[src/rtl/sdr_trk_pkg.sv]
package sdr_trk_pkg;

  typedef enum logic [2:0] {
    K_NOP, K_ACT, K_RD, K_WR, K_PRE, K_OTHER
  } cmd_kind_e;

  function automatic cmd_kind_e decode_cmd(input logic cke, input logic cs_n,
                                           input logic ras_n, input logic cas_n,
                                           input logic we_n);
    if (!cke || cs_n) return K_NOP;
    case ({ras_n, cas_n, we_n})
      3'b111:  return K_NOP;
      3'b011:  return K_ACT;
      3'b101:  return K_RD;
      3'b100:  return K_WR;
      3'b010:  return K_PRE;
      default: return K_OTHER;
    endcase
  endfunction

  // Minimum time to whole cycles, rounding up.
  function automatic int ps_to_cyc(input int t_ps, input int tck_ps);
    return (t_ps + tck_ps - 1) / tck_ps;
  endfunction

  function automatic int cnt_width(input int max_val);
    return (max_val < 2) ? 1 : $clog2(max_val + 1);
  endfunction

endpackage

[src/rtl/bank_tmr.sv]
module bank_tmr #(
  parameter int RCD_CYC = 3,
  parameter int RC_CYC  = 9,
  parameter int CW      = 4
) (
  input  logic clk,
  input  logic rst_n,
  input  logic act_go,
  input  logic cas_go,
  input  logic pre_go,
  output logic open_o,
  output logic rcd_ok_o,
  output logic rc_ok_o
);

  logic          open_q;
  logic [CW-1:0] rcd_q;
  logic [CW-1:0] rc_q;

  always_ff @(posedge clk) begin
    if (!rst_n) begin
      open_q <= 1'b0;
      rcd_q  <= '0;
      rc_q   <= '0;
    end else begin
      if (act_go) begin
        open_q <= 1'b1;
        rcd_q  <= CW'(RCD_CYC - 1);
        rc_q   <= CW'(RC_CYC - 1);
      end else begin
        if (rcd_q != '0) rcd_q <= rcd_q - 1'b1;
        if (rc_q  != '0) rc_q  <= rc_q  - 1'b1;
        if (pre_go) open_q <= 1'b0;
      end
    end
  end

  assign open_o   = open_q;
  assign rcd_ok_o = (rcd_q == '0);
  assign rc_ok_o  = (rc_q == '0);


  act_closed_chk: assert property (@(posedge clk) disable iff (!rst_n)
    act_go |-> (!open_q && rc_q == '0));

  cas_open_chk: assert property (@(posedge clk) disable iff (!rst_n)
    cas_go |-> (open_q && rcd_q == '0));

  pre_closes_chk: assert property (@(posedge clk) disable iff (!rst_n)
    pre_go |=> !open_q);

endmodule

[src/rtl/rrd_tmr.sv]
module rrd_tmr #(
  parameter int RRD_CYC = 2,
  parameter int CW      = 4
) (
  input  logic clk,
  input  logic rst_n,
  input  logic act_any,
  output logic rrd_ok_o
);

  logic [CW-1:0] cnt_q;

  always_ff @(posedge clk) begin
    if (!rst_n)            cnt_q <= '0;
    else if (act_any)      cnt_q <= CW'(RRD_CYC - 1);
    else if (cnt_q != '0)  cnt_q <= cnt_q - 1'b1;
  end

  assign rrd_ok_o = (cnt_q == '0);


  rrd_spacing_chk: assert property (@(posedge clk) disable iff (!rst_n)
    act_any |-> cnt_q == '0);

endmodule

[src/rtl/sdr_act_tracker.sv]
module sdr_act_tracker
  import sdr_trk_pkg::*;
#(
  parameter int BANK_W      = 2,
  parameter int ROW_W       = 13,
  parameter int ALL_BIT     = 10,
  parameter int TCK_PS      = 7500,
  parameter int TRCD_PS     = 20000,
  parameter int TRC_PS      = 65000,
  parameter int TRRD_PS     = 15000
) (
  input  logic              clk,
  input  logic              rst_n,
  input  logic              cmd_valid,
  output logic              cmd_ready,
  input  logic              cmd_cke,
  input  logic              cmd_cs_n,
  input  logic              cmd_ras_n,
  input  logic              cmd_cas_n,
  input  logic              cmd_we_n,
  input  logic [BANK_W-1:0] cmd_bank,
  input  logic [ROW_W-1:0]  cmd_addr,
  output logic              dram_cs_n,
  output logic              dram_ras_n,
  output logic              dram_cas_n,
  output logic              dram_we_n,
  output logic [BANK_W-1:0] dram_bank,
  output logic [ROW_W-1:0]  dram_addr,
  output logic              cmd_err
);

  localparam int NBANK    = 1 << BANK_W;
  localparam int TRCD_CYC = (ps_to_cyc(TRCD_PS, TCK_PS) < 1) ? 1 : ps_to_cyc(TRCD_PS, TCK_PS);
  localparam int TRC_CYC  = (ps_to_cyc(TRC_PS, TCK_PS) < 1) ? 1 : ps_to_cyc(TRC_PS, TCK_PS);
  localparam int TRRD_CYC = (ps_to_cyc(TRRD_PS, TCK_PS) < 1) ? 1 : ps_to_cyc(TRRD_PS, TCK_PS);
  localparam int MAX_CYC  = (TRC_CYC > TRCD_CYC) ? TRC_CYC : TRCD_CYC;
  localparam int BCW      = cnt_width(MAX_CYC);
  localparam int RCW      = cnt_width(TRRD_CYC);

  cmd_kind_e        kind;
  logic [NBANK-1:0] open_vec, rcd_ok_vec, rc_ok_vec;
  logic [NBANK-1:0] act_go, cas_go, pre_go;
  logic             rrd_ok;
  logic             is_cas, illegal, timing_ok, fire, grant, fwd;
  logic             out_nop;

  assign kind   = decode_cmd(cmd_cke, cmd_cs_n, cmd_ras_n, cmd_cas_n, cmd_we_n);
  assign is_cas = (kind == K_RD) || (kind == K_WR);

  always_comb begin
    illegal   = 1'b0;
    timing_ok = 1'b1;
    if (is_cas) begin
      illegal   = !open_vec[cmd_bank];
      timing_ok = rcd_ok_vec[cmd_bank];
    end else if (kind == K_ACT) begin
      illegal   = open_vec[cmd_bank];
      timing_ok = rc_ok_vec[cmd_bank] && rrd_ok;
    end
  end

  assign cmd_ready = illegal || timing_ok;
  assign fire      = cmd_valid && cmd_ready;
  assign grant     = fire && !illegal;
  assign fwd       = grant && (kind != K_NOP);

  generate
    for (genvar b = 0; b < NBANK; b++) begin : g_bank
      logic hit;
      assign hit       = (cmd_bank == BANK_W'(b));
      assign act_go[b] = grant && (kind == K_ACT) && hit;
      assign cas_go[b] = grant && is_cas && hit;
      assign pre_go[b] = grant && (kind == K_PRE) && (hit || cmd_addr[ALL_BIT]);

      bank_tmr #(.RCD_CYC(TRCD_CYC), .RC_CYC(TRC_CYC), .CW(BCW)) i_bank (
        .clk     (clk),
        .rst_n   (rst_n),
        .act_go  (act_go[b]),
        .cas_go  (cas_go[b]),
        .pre_go  (pre_go[b]),
        .open_o  (open_vec[b]),
        .rcd_ok_o(rcd_ok_vec[b]),
        .rc_ok_o (rc_ok_vec[b])
      );
    end
  endgenerate

  rrd_tmr #(.RRD_CYC(TRRD_CYC), .CW(RCW)) i_rrd (
    .clk     (clk),
    .rst_n   (rst_n),
    .act_any (|act_go),
    .rrd_ok_o(rrd_ok)
  );

  always_ff @(posedge clk) begin
    if (!rst_n || !fwd) begin
      {dram_cs_n, dram_ras_n, dram_cas_n, dram_we_n} <= 4'b0111;
      dram_bank <= '0;
      dram_addr <= '0;
    end else begin
      {dram_cs_n, dram_ras_n, dram_cas_n, dram_we_n} <= {cmd_cs_n, cmd_ras_n, cmd_cas_n, cmd_we_n};
      dram_bank <= cmd_bank;
      dram_addr <= cmd_addr;
    end
  end

  always_ff @(posedge clk) begin
    if (!rst_n) cmd_err <= 1'b0;
    else        cmd_err <= fire && illegal;
  end

  assign out_nop = ({dram_cs_n, dram_ras_n, dram_cas_n, dram_we_n} == 4'b0111);


  stall_nop_chk: assert property (@(posedge clk) disable iff (!rst_n)
    (cmd_valid && !cmd_ready) |=> out_nop);

  err_dropped_chk: assert property (@(posedge clk) disable iff (!rst_n)
    cmd_err |-> out_nop);

  pre_ready_chk: assert property (@(posedge clk) disable iff (!rst_n)
    (cmd_valid && kind == K_PRE) |-> cmd_ready);

  one_act_chk: assert property (@(posedge clk) disable iff (!rst_n)
    $onehot0(act_go));

endmodule

[config.mk]
export PLATFORM = sky130hd
export DESIGN_NAME = sdr_act_tracker
export DESIGN_NICKNAME = d
export VERILOG_FILES = /design/src/rtl/sdr_trk_pkg.sv /design/src/rtl/bank_tmr.sv /design/src/rtl/rrd_tmr.sv /design/src/rtl/sdr_act_tracker.sv
export SDC_FILE = /design/constraint.sdc
export NUM_CORES = 1
export LEC_CHECK = 0
export BUFFER_PORTS_ARGS = -buffer_cell sky130_fd_sc_hd__buf_2
export CAP_MARGIN = 20
export CORE_ASPECT_RATIO = 0.8
export CORE_MARGIN = 1
export CORE_UTILIZATION = 40
export DETAILED_ROUTE_END_ITERATION = 8
export GPL_TIMING_DRIVEN = 0
export MAX_ROUTING_LAYER = met4
export PLACE_DENSITY = 0.62
export SETUP_SLACK_MARGIN = 0.2
export SYNTH_ARGS = -nofsm -noshare
export SYNTH_HDL_FRONTEND = slang
export SYNTH_SLANG_ARGS = --single-unit
export TNS_END_PERCENT = 1
[constraint.sdc]
create_clock -name clk -period 2.42 [get_ports clk]
set_clock_uncertainty 0.05 [all_clocks]
set_input_delay 0.242 -clock clk [delete_from_list [all_inputs] [get_ports clk]]
set_output_delay 0.242 -clock clk [all_outputs]
set_load 0.01 [all_outputs]
After elaboration in Yosys (flattened, before gate mapping)
Index checks and enable logic that the tools add are counted.

Output and inout port bits: 21. Input port bits: 23. Register bits after elaboration: 58.

Bitwise operators: 1. Add/sub/neg operators: 9. Equality and inequality tests: 12. Multiplexer cells: 40. Reduce and logical (&&, ||, !) cells: 67. Order comparisons: 1.

Operators by type and width (count): $logic_not A4 Y1 (8); $mux W4 (8); $reduce_bool A4 Y1 (8); $sub A4 B1 Y4 const B (8); $reduce_bool A2 Y1 (14); $mux W1 (18); $mux W2 (8); $logic_and A1 B1 Y1 (15); $pmux W3 S5 (1); $eq A3 B2 Y1 const B (4); $eq A3 B3 Y1 const B (4); $logic_or A1 B1 Y1 (8); $reduce_or A2 Y1 (4); $bmux W1 S2 (3); $mux W3 (2); $logic_not A1 Y1 (5); $reduce_or A5 Y1 (1); $eq A2 B2 Y1 const B (2); $logic_not A2 Y1 (2); $reduce_or A4 Y1 (1); $eq A3 B1 Y1 const B (1); $lt A2 B3 Y1 const B (1); $reduce_bool A3 Y1 (1); $eq A2 B1 Y1 const B (1); other kinds (2) (2).

Longest topological paths before layout
Depth in word-level cells: 14. Depth in mapped cells: 7.

By module
A second synthesis with hierarchy kept.

Cell total of the unflattened synthesis: 271. Area, all modules: 2524.9 um^2.

By module, submodules not included: bank_tmr (times used 4, sequential area each 180.2 um^2, area each 375.4 um^2, cells each 38); sdr_act_tracker (times used 1, sequential area each 400.4 um^2, area each 909.6 um^2, cells each 108); rrd_tmr (times used 1, sequential area each 40.0 um^2, area each 113.9 um^2, cells each 11).

Worst setup path before layout
Ideal clock, no wire load.

Path kind: register to register. Start: register g_bank[3].i_bank.rc_q[0]. End: register g_bank[3].i_bank.open_q. Data required time: 2.302 ns. Arrival: 2.107 ns. Cell stages (with the launch flop): 7. Path slack: 0.195 ns. Period minus slack after synthesis: 2.225 ns. Cell sequence: dfxtp_1 -> inv_1 -> ha_1 -> or3b_1 -> mux4_2 -> or4_4 -> a21oi_2.

Word-level cells in the longest chain between the ends: 12.

Ends and longest elaborated chain: start: declaration (RTL line bank_tmr.sv:18) `logic [CW-1:0] rc_q;`; start signal: assignment (RTL line bank_tmr.sv:29) `rc_q <= CW'(RC_CYC - 1);`; start signal: assignment (RTL line bank_tmr.sv:32) `if (rc_q != '0) rc_q <= rc_q - 1'b1;`; $logic_not A4 Y1 (*) (RTL line bank_tmr.sv:40) `assign rc_ok_o = (rc_q == '0);`; $bmux W1 S2 (*) (RTL line sdr_act_tracker.sv:58) `timing_ok = rc_ok_vec[cmd_bank] && rrd_ok;`; $mux W1 (not written as such) (*) (RTL line sdr_act_tracker.sv:58); $logic_and A1 B1 Y1 (*) (RTL line sdr_act_tracker.sv:58); $mux W1 (*) (RTL line sdr_act_tracker.sv:56) `end else if (kind == K_ACT) begin`; $mux W1 (*) (RTL line sdr_act_tracker.sv:53) `if (is_cas) begin`; $logic_or A1 B1 Y1 (*) (RTL line sdr_act_tracker.sv:62) `assign cmd_ready = illegal || timing_ok;`; $logic_and A1 B1 Y1 (*) (RTL line sdr_act_tracker.sv:63) `assign fire = cmd_valid && cmd_ready;`; $logic_and A1 B1 Y1 (*) (RTL line sdr_act_tracker.sv:64) `assign grant = fire && !illegal;`; $logic_and A1 B1 Y1, on equally long branches (2 in a row) (RTL line sdr_act_tracker.sv:71, sdr_act_tracker.sv:73); $mux W1 / $reduce_bool A2 Y1 (equally long branches); end signal: assignment (RTL line bank_tmr.sv:22) `open_q <= 1'b0;`; end signal: assignment (RTL line bank_tmr.sv:27) `open_q <= 1'b1;`; end signal: assignment (RTL line bank_tmr.sv:33) `if (pre_go) open_q <= 1'b0;`; end: declaration (RTL line bank_tmr.sv:16) `logic open_q;`.

Every way passes the cells marked *; elsewhere a longest branch is shown, timed or not. The select of a mux whose other input is x is not followed. A chain may end at the register's enable or synchronous reset.

Final worst setup path
Start: register g_bank[2].i_bank.rc_q[0]. End: register g_bank[3].i_bank.rcd_q[1].

Word-level cells in the longest chain between the ends: 12.

Ends and longest elaborated chain: start: declaration (RTL line bank_tmr.sv:18); start signal: assignment (RTL line bank_tmr.sv:29); start signal: assignment (RTL line bank_tmr.sv:32); $logic_not A4 Y1 (*) (RTL line bank_tmr.sv:40); $bmux W1 S2 (*) (RTL line sdr_act_tracker.sv:58); $mux W1 (not written as such) (*) (RTL line sdr_act_tracker.sv:58); $logic_and A1 B1 Y1 (*) (RTL line sdr_act_tracker.sv:58); $mux W1 (*) (RTL line sdr_act_tracker.sv:56); $mux W1 (*) (RTL line sdr_act_tracker.sv:53); $logic_or A1 B1 Y1 (*) (RTL line sdr_act_tracker.sv:62); $logic_and A1 B1 Y1 (*) (RTL line sdr_act_tracker.sv:63); $logic_and A1 B1 Y1 (*) (RTL line sdr_act_tracker.sv:64); $logic_and A1 B1 Y1 (*) (2 in a row) (RTL line sdr_act_tracker.sv:71) `assign act_go[b] = grant && (kind == K_ACT) && hit;`; $mux W2 / $reduce_bool A2 Y1 (equally long branches); end signal: assignment (RTL line bank_tmr.sv:28) `rcd_q <= CW'(RCD_CYC - 1);`; end signal: assignment (RTL line bank_tmr.sv:31) `if (rcd_q != '0) rcd_q <= rcd_q - 1'b1;`; end: declaration (RTL line bank_tmr.sv:17) `logic [CW-1:0] rcd_q;`.

Marked as above.

==> results.json <==
{
  "status": "complete, no violations",
  "cts_tree": "yes",
  "critPathMaxStageDelay_ns": 0.63,
  "syn_area_per_cell_um2": 9.28,
  "drive_gt1_share_pct": 31.0,
  "holdBufCountCts": 0,
  "cp.arrival_ns": 2.59,
  "synth_most_common_cell": "dfxtp_1",
  "setup_ws_ns": 0.0428,
  "async_reset_ff_share_pct": 0,
  "std_cell_rows": 25,
  "clk_latency_ns": 0.33,
  "synth_nets": 301,
  "overflow": 0,
  "grt_usage_pct": 18.9,
  "synth_area_um2": 2530,
  "yosys-top-cells-area": "dfxtp_1 46%, a21boi_0 4.7%, a21oi_1 4.5%",
  "synth.distinct_cells": 42,
  "gr-usage-met2_pct": 27.3,
  "ctsRootBufferMaster": "clkbuf_8",
  "diodes": 0,
  "rsz0062_at_grt": "true",
  "drt_wl_total_mm": 5.60,
  "worstMarginPinSlew_ns": 0.912,
  "gp_congestion": 0.801,
  "synth_edf_count": 0,
  "initial_utilization_pct": 42.2,
  "hpwl_mm": 4.04,
  "critPathLaunchType": "register",
  "cts_buffers": 9,
  "relSlewSlack_pct": 38.4,
  "io_buffer_count": 42,
  "fin_nets": 358,
  "yosys_warnings": 0,
  "cts.sinks": 58,
  "hold_class": "in -> reg",
  "holdPathStages": 3,
  "path_max_fanout": 6,
  "critPathBufInv": 1,
  "via_per_inst": 5.22,
  "ys.flop_type": "dfxtp_1",
  "ant_nets": 0,
  "powerDensity_nw_per_um2": 983,
  "cp.depth": 6,
  "io_pins": 44,
  "period_share_pct": 98.2,
  "wire_per_inst_um": 13.6,
  "die_area_um2": 6660,
  "slowest_stage": "or4_4",
  "drt_iter0_drc": 129,
  "setup_violations": 0,
  "grt_pass1_wl_mm": 9.27,
  "synthTopCellsByCount": "58 x dfxtp_1, 25 x nor2_1, 23 x a21oi_1",
  "path_clk_slew_ns": 0.07,
  "h-tree-depth": 3,
  "syn2layout_area_growth_pct": 27.1,
  "end_kind": "register",
  "peakVddDrop_v": 0.000544,
  "die_w_um": 91.0,
  "drc_errors": 0,
  "fill_cells": 565,
  "hold_slack_ns": 0.100,
  "required_ns": 2.63,
  "yosysTopAreaCell": "dfxtp_1",
  "grt_pass1_vias": 1971,
  "path_cells": "inv_2 > ha_4 > or3b_4 > mux4_2 > or4_4 > a21oi_2",
  "timing_worst_setup_path_type": "reg -> reg",
  "firstDrtPassIters": 4,
  "ys_seq_elements": 58,
  "met1_usage_pct": 24.0,
  "regArea_um2": 1170,
  "netlist.area_leader.share_pct": 45.8,
  "place_ws_ns": -0.111,
  "period_minus_slack_ns": 2.38,
  "p_leak_nw": 1.29,
  "grt_max_degree": 11,
  "hold_viol": 0,
  "syn_inst": 273,
  "maxCapViolCount": 0,
  "die_y_um": 73.2,
  "cp_top_family": "simple AND/OR/NAND/NOR gates",
  "fmax_mhz": 421,
  "core_um2": 6010,
  "grt.busiest_layer": "met2",
  "grt_antenna_before_repair": 0,
  "r2r_cells": 6,
  "slew_viol_final": 0,
  "yosysSeqAreaShare_pct": 45.8,
  "vias": 2157,
  "use_met3_pct": 7.92,
  "multi_input_area_um2": 1470,
  "cts_buffer_depth": 2
}
-- sequential cells by signal (all words and copies together) (netlist names) --
name / cells
g_bank.i_bank.rc_q: 16
dram_cas_n: 1
dram_bank: 2
dram_cs_n: 1
i_rrd.cnt_q: 2
dram_we_n: 1
cmd_err: 1
g_bank.i_bank.rcd_q: 16
dram_addr: 13
g_bank.i_bank.open_o: 4
dram_ras_n: 1
-- cell families after synthesis --
kind of cell	share of synthesized area, %
AO/OA/AOI/OAI	20.1
XOR/XNOR	1.73
adder cells (fa/ha/maj)	2.47
buffers and inverters	3.11
flip-flops	45.8
multiplexers	2.67
other	0.148
AND/OR/NAND/NOR	23.9
-- power breakdown --
group / leakage, nW / internal (W) / total (W) / switching [W]
clock: 0.0815 / 0.000411 / 0.000759 / 0.000347
combinational: 0.736 / 0.000590 / 0.00120 / 0.000614
sequential: 0.474 / 0.00109 / 0.00120 / 0.000110
total: 1.29 / 0.00209 / 0.00316 / 0.00107
-- placed cells by master, fill, tap and decap left out, types with 5 or more instances in the layout --
master and n:
buf_2 42, o21ai_0 8, o21a_1 8, nor3b_1 5, inv_1 6, nand2_1 8, or3_1 7, a21oi_1 23
clkbuf_1 8, nor2_1 25, a21boi_0 16, inv_2 8, dfxtp_1 50, nor2b_1 5, nand2b_1 6, dfxtp_2 8
nor3_1 15, clkbuf_8 11, nand3_1 5
-- layer usage --
layer / vias to the layer above / routed length [um]
li1: 1105 / -
met1: 1017 / 2870
met2: 33 / 2490
met3: 2 / 223
met4: 0 / 25
met5: - / 0
-- through the flow --
stage | total power (W) | instance area [um^2] | std cells | TNS, ns | utilization (%)
2_1_floorplan | 0.00190 | 2540 | 273 | 0 | -
3_3_place_gp | 0.00208 | 2850 | 396 | -1.25 | 47.5
3_5_place_dp | 0.00211 | 2850 | 396 | -1.51 | 47.5
4_1_cts | 0.00308 | 3160 | 413 | 0 | 52.6
5_1_grt | 0.00339 | 3220 | 413 | -0.0529 | 53.6
6_report | 0.00316 | 3220 | 413 | 0 | 53.6
-- path summary, 6_finish.rpt --
check | end | slack (ns) | startpoint
setup / recovery | g_bank[3].i_bank.rcd_q[1]$_SDFFE_PN0P_ | 0.04 | g_bank[2].i_bank.rc_q[0]$_SDFFE_PP0N_
hold reg to reg | g_bank[0].i_bank.rcd_q[0]$_SDFFE_PP0N_ | 0.42 | g_bank[0].i_bank.rcd_q[0]$_SDFFE_PP0N_
setup reg to reg | g_bank[3].i_bank.rcd_q[1]$_SDFFE_PN0P_ | 0.04 | g_bank[2].i_bank.rc_q[0]$_SDFFE_PP0N_
hold / removal | dram_cas_n$_SDFF_PP1_ | 0.10 | cmd_cas_n
-- layout make-up --
cell class / instances / area share (%)
Tap cell: 81 / 3.15
Inverter: 14 / 1.63
Buffer: 7 / 0.855
Sequential cell: 58 / 36.4
Clock buffer: 13 / 4.94
Multi-Input combinational cell: 194 / 45.6
Timing Repair Buffer: 46 / 7.46
-- timing repair --
action,in CTS,in global routing
endpoints found under the setup margin,35,38
buffers inserted,4,0
endpoints found under the hold margin,0,0
resized for setup,21,16
pin swaps,3,14
-- tightest hold or removal path: stages --
cell	delay, ns
buf_2	0.12
inv_1	0.05
o31ai_1	0.05
Note: power is estimated with default switching activity, not from simulation.
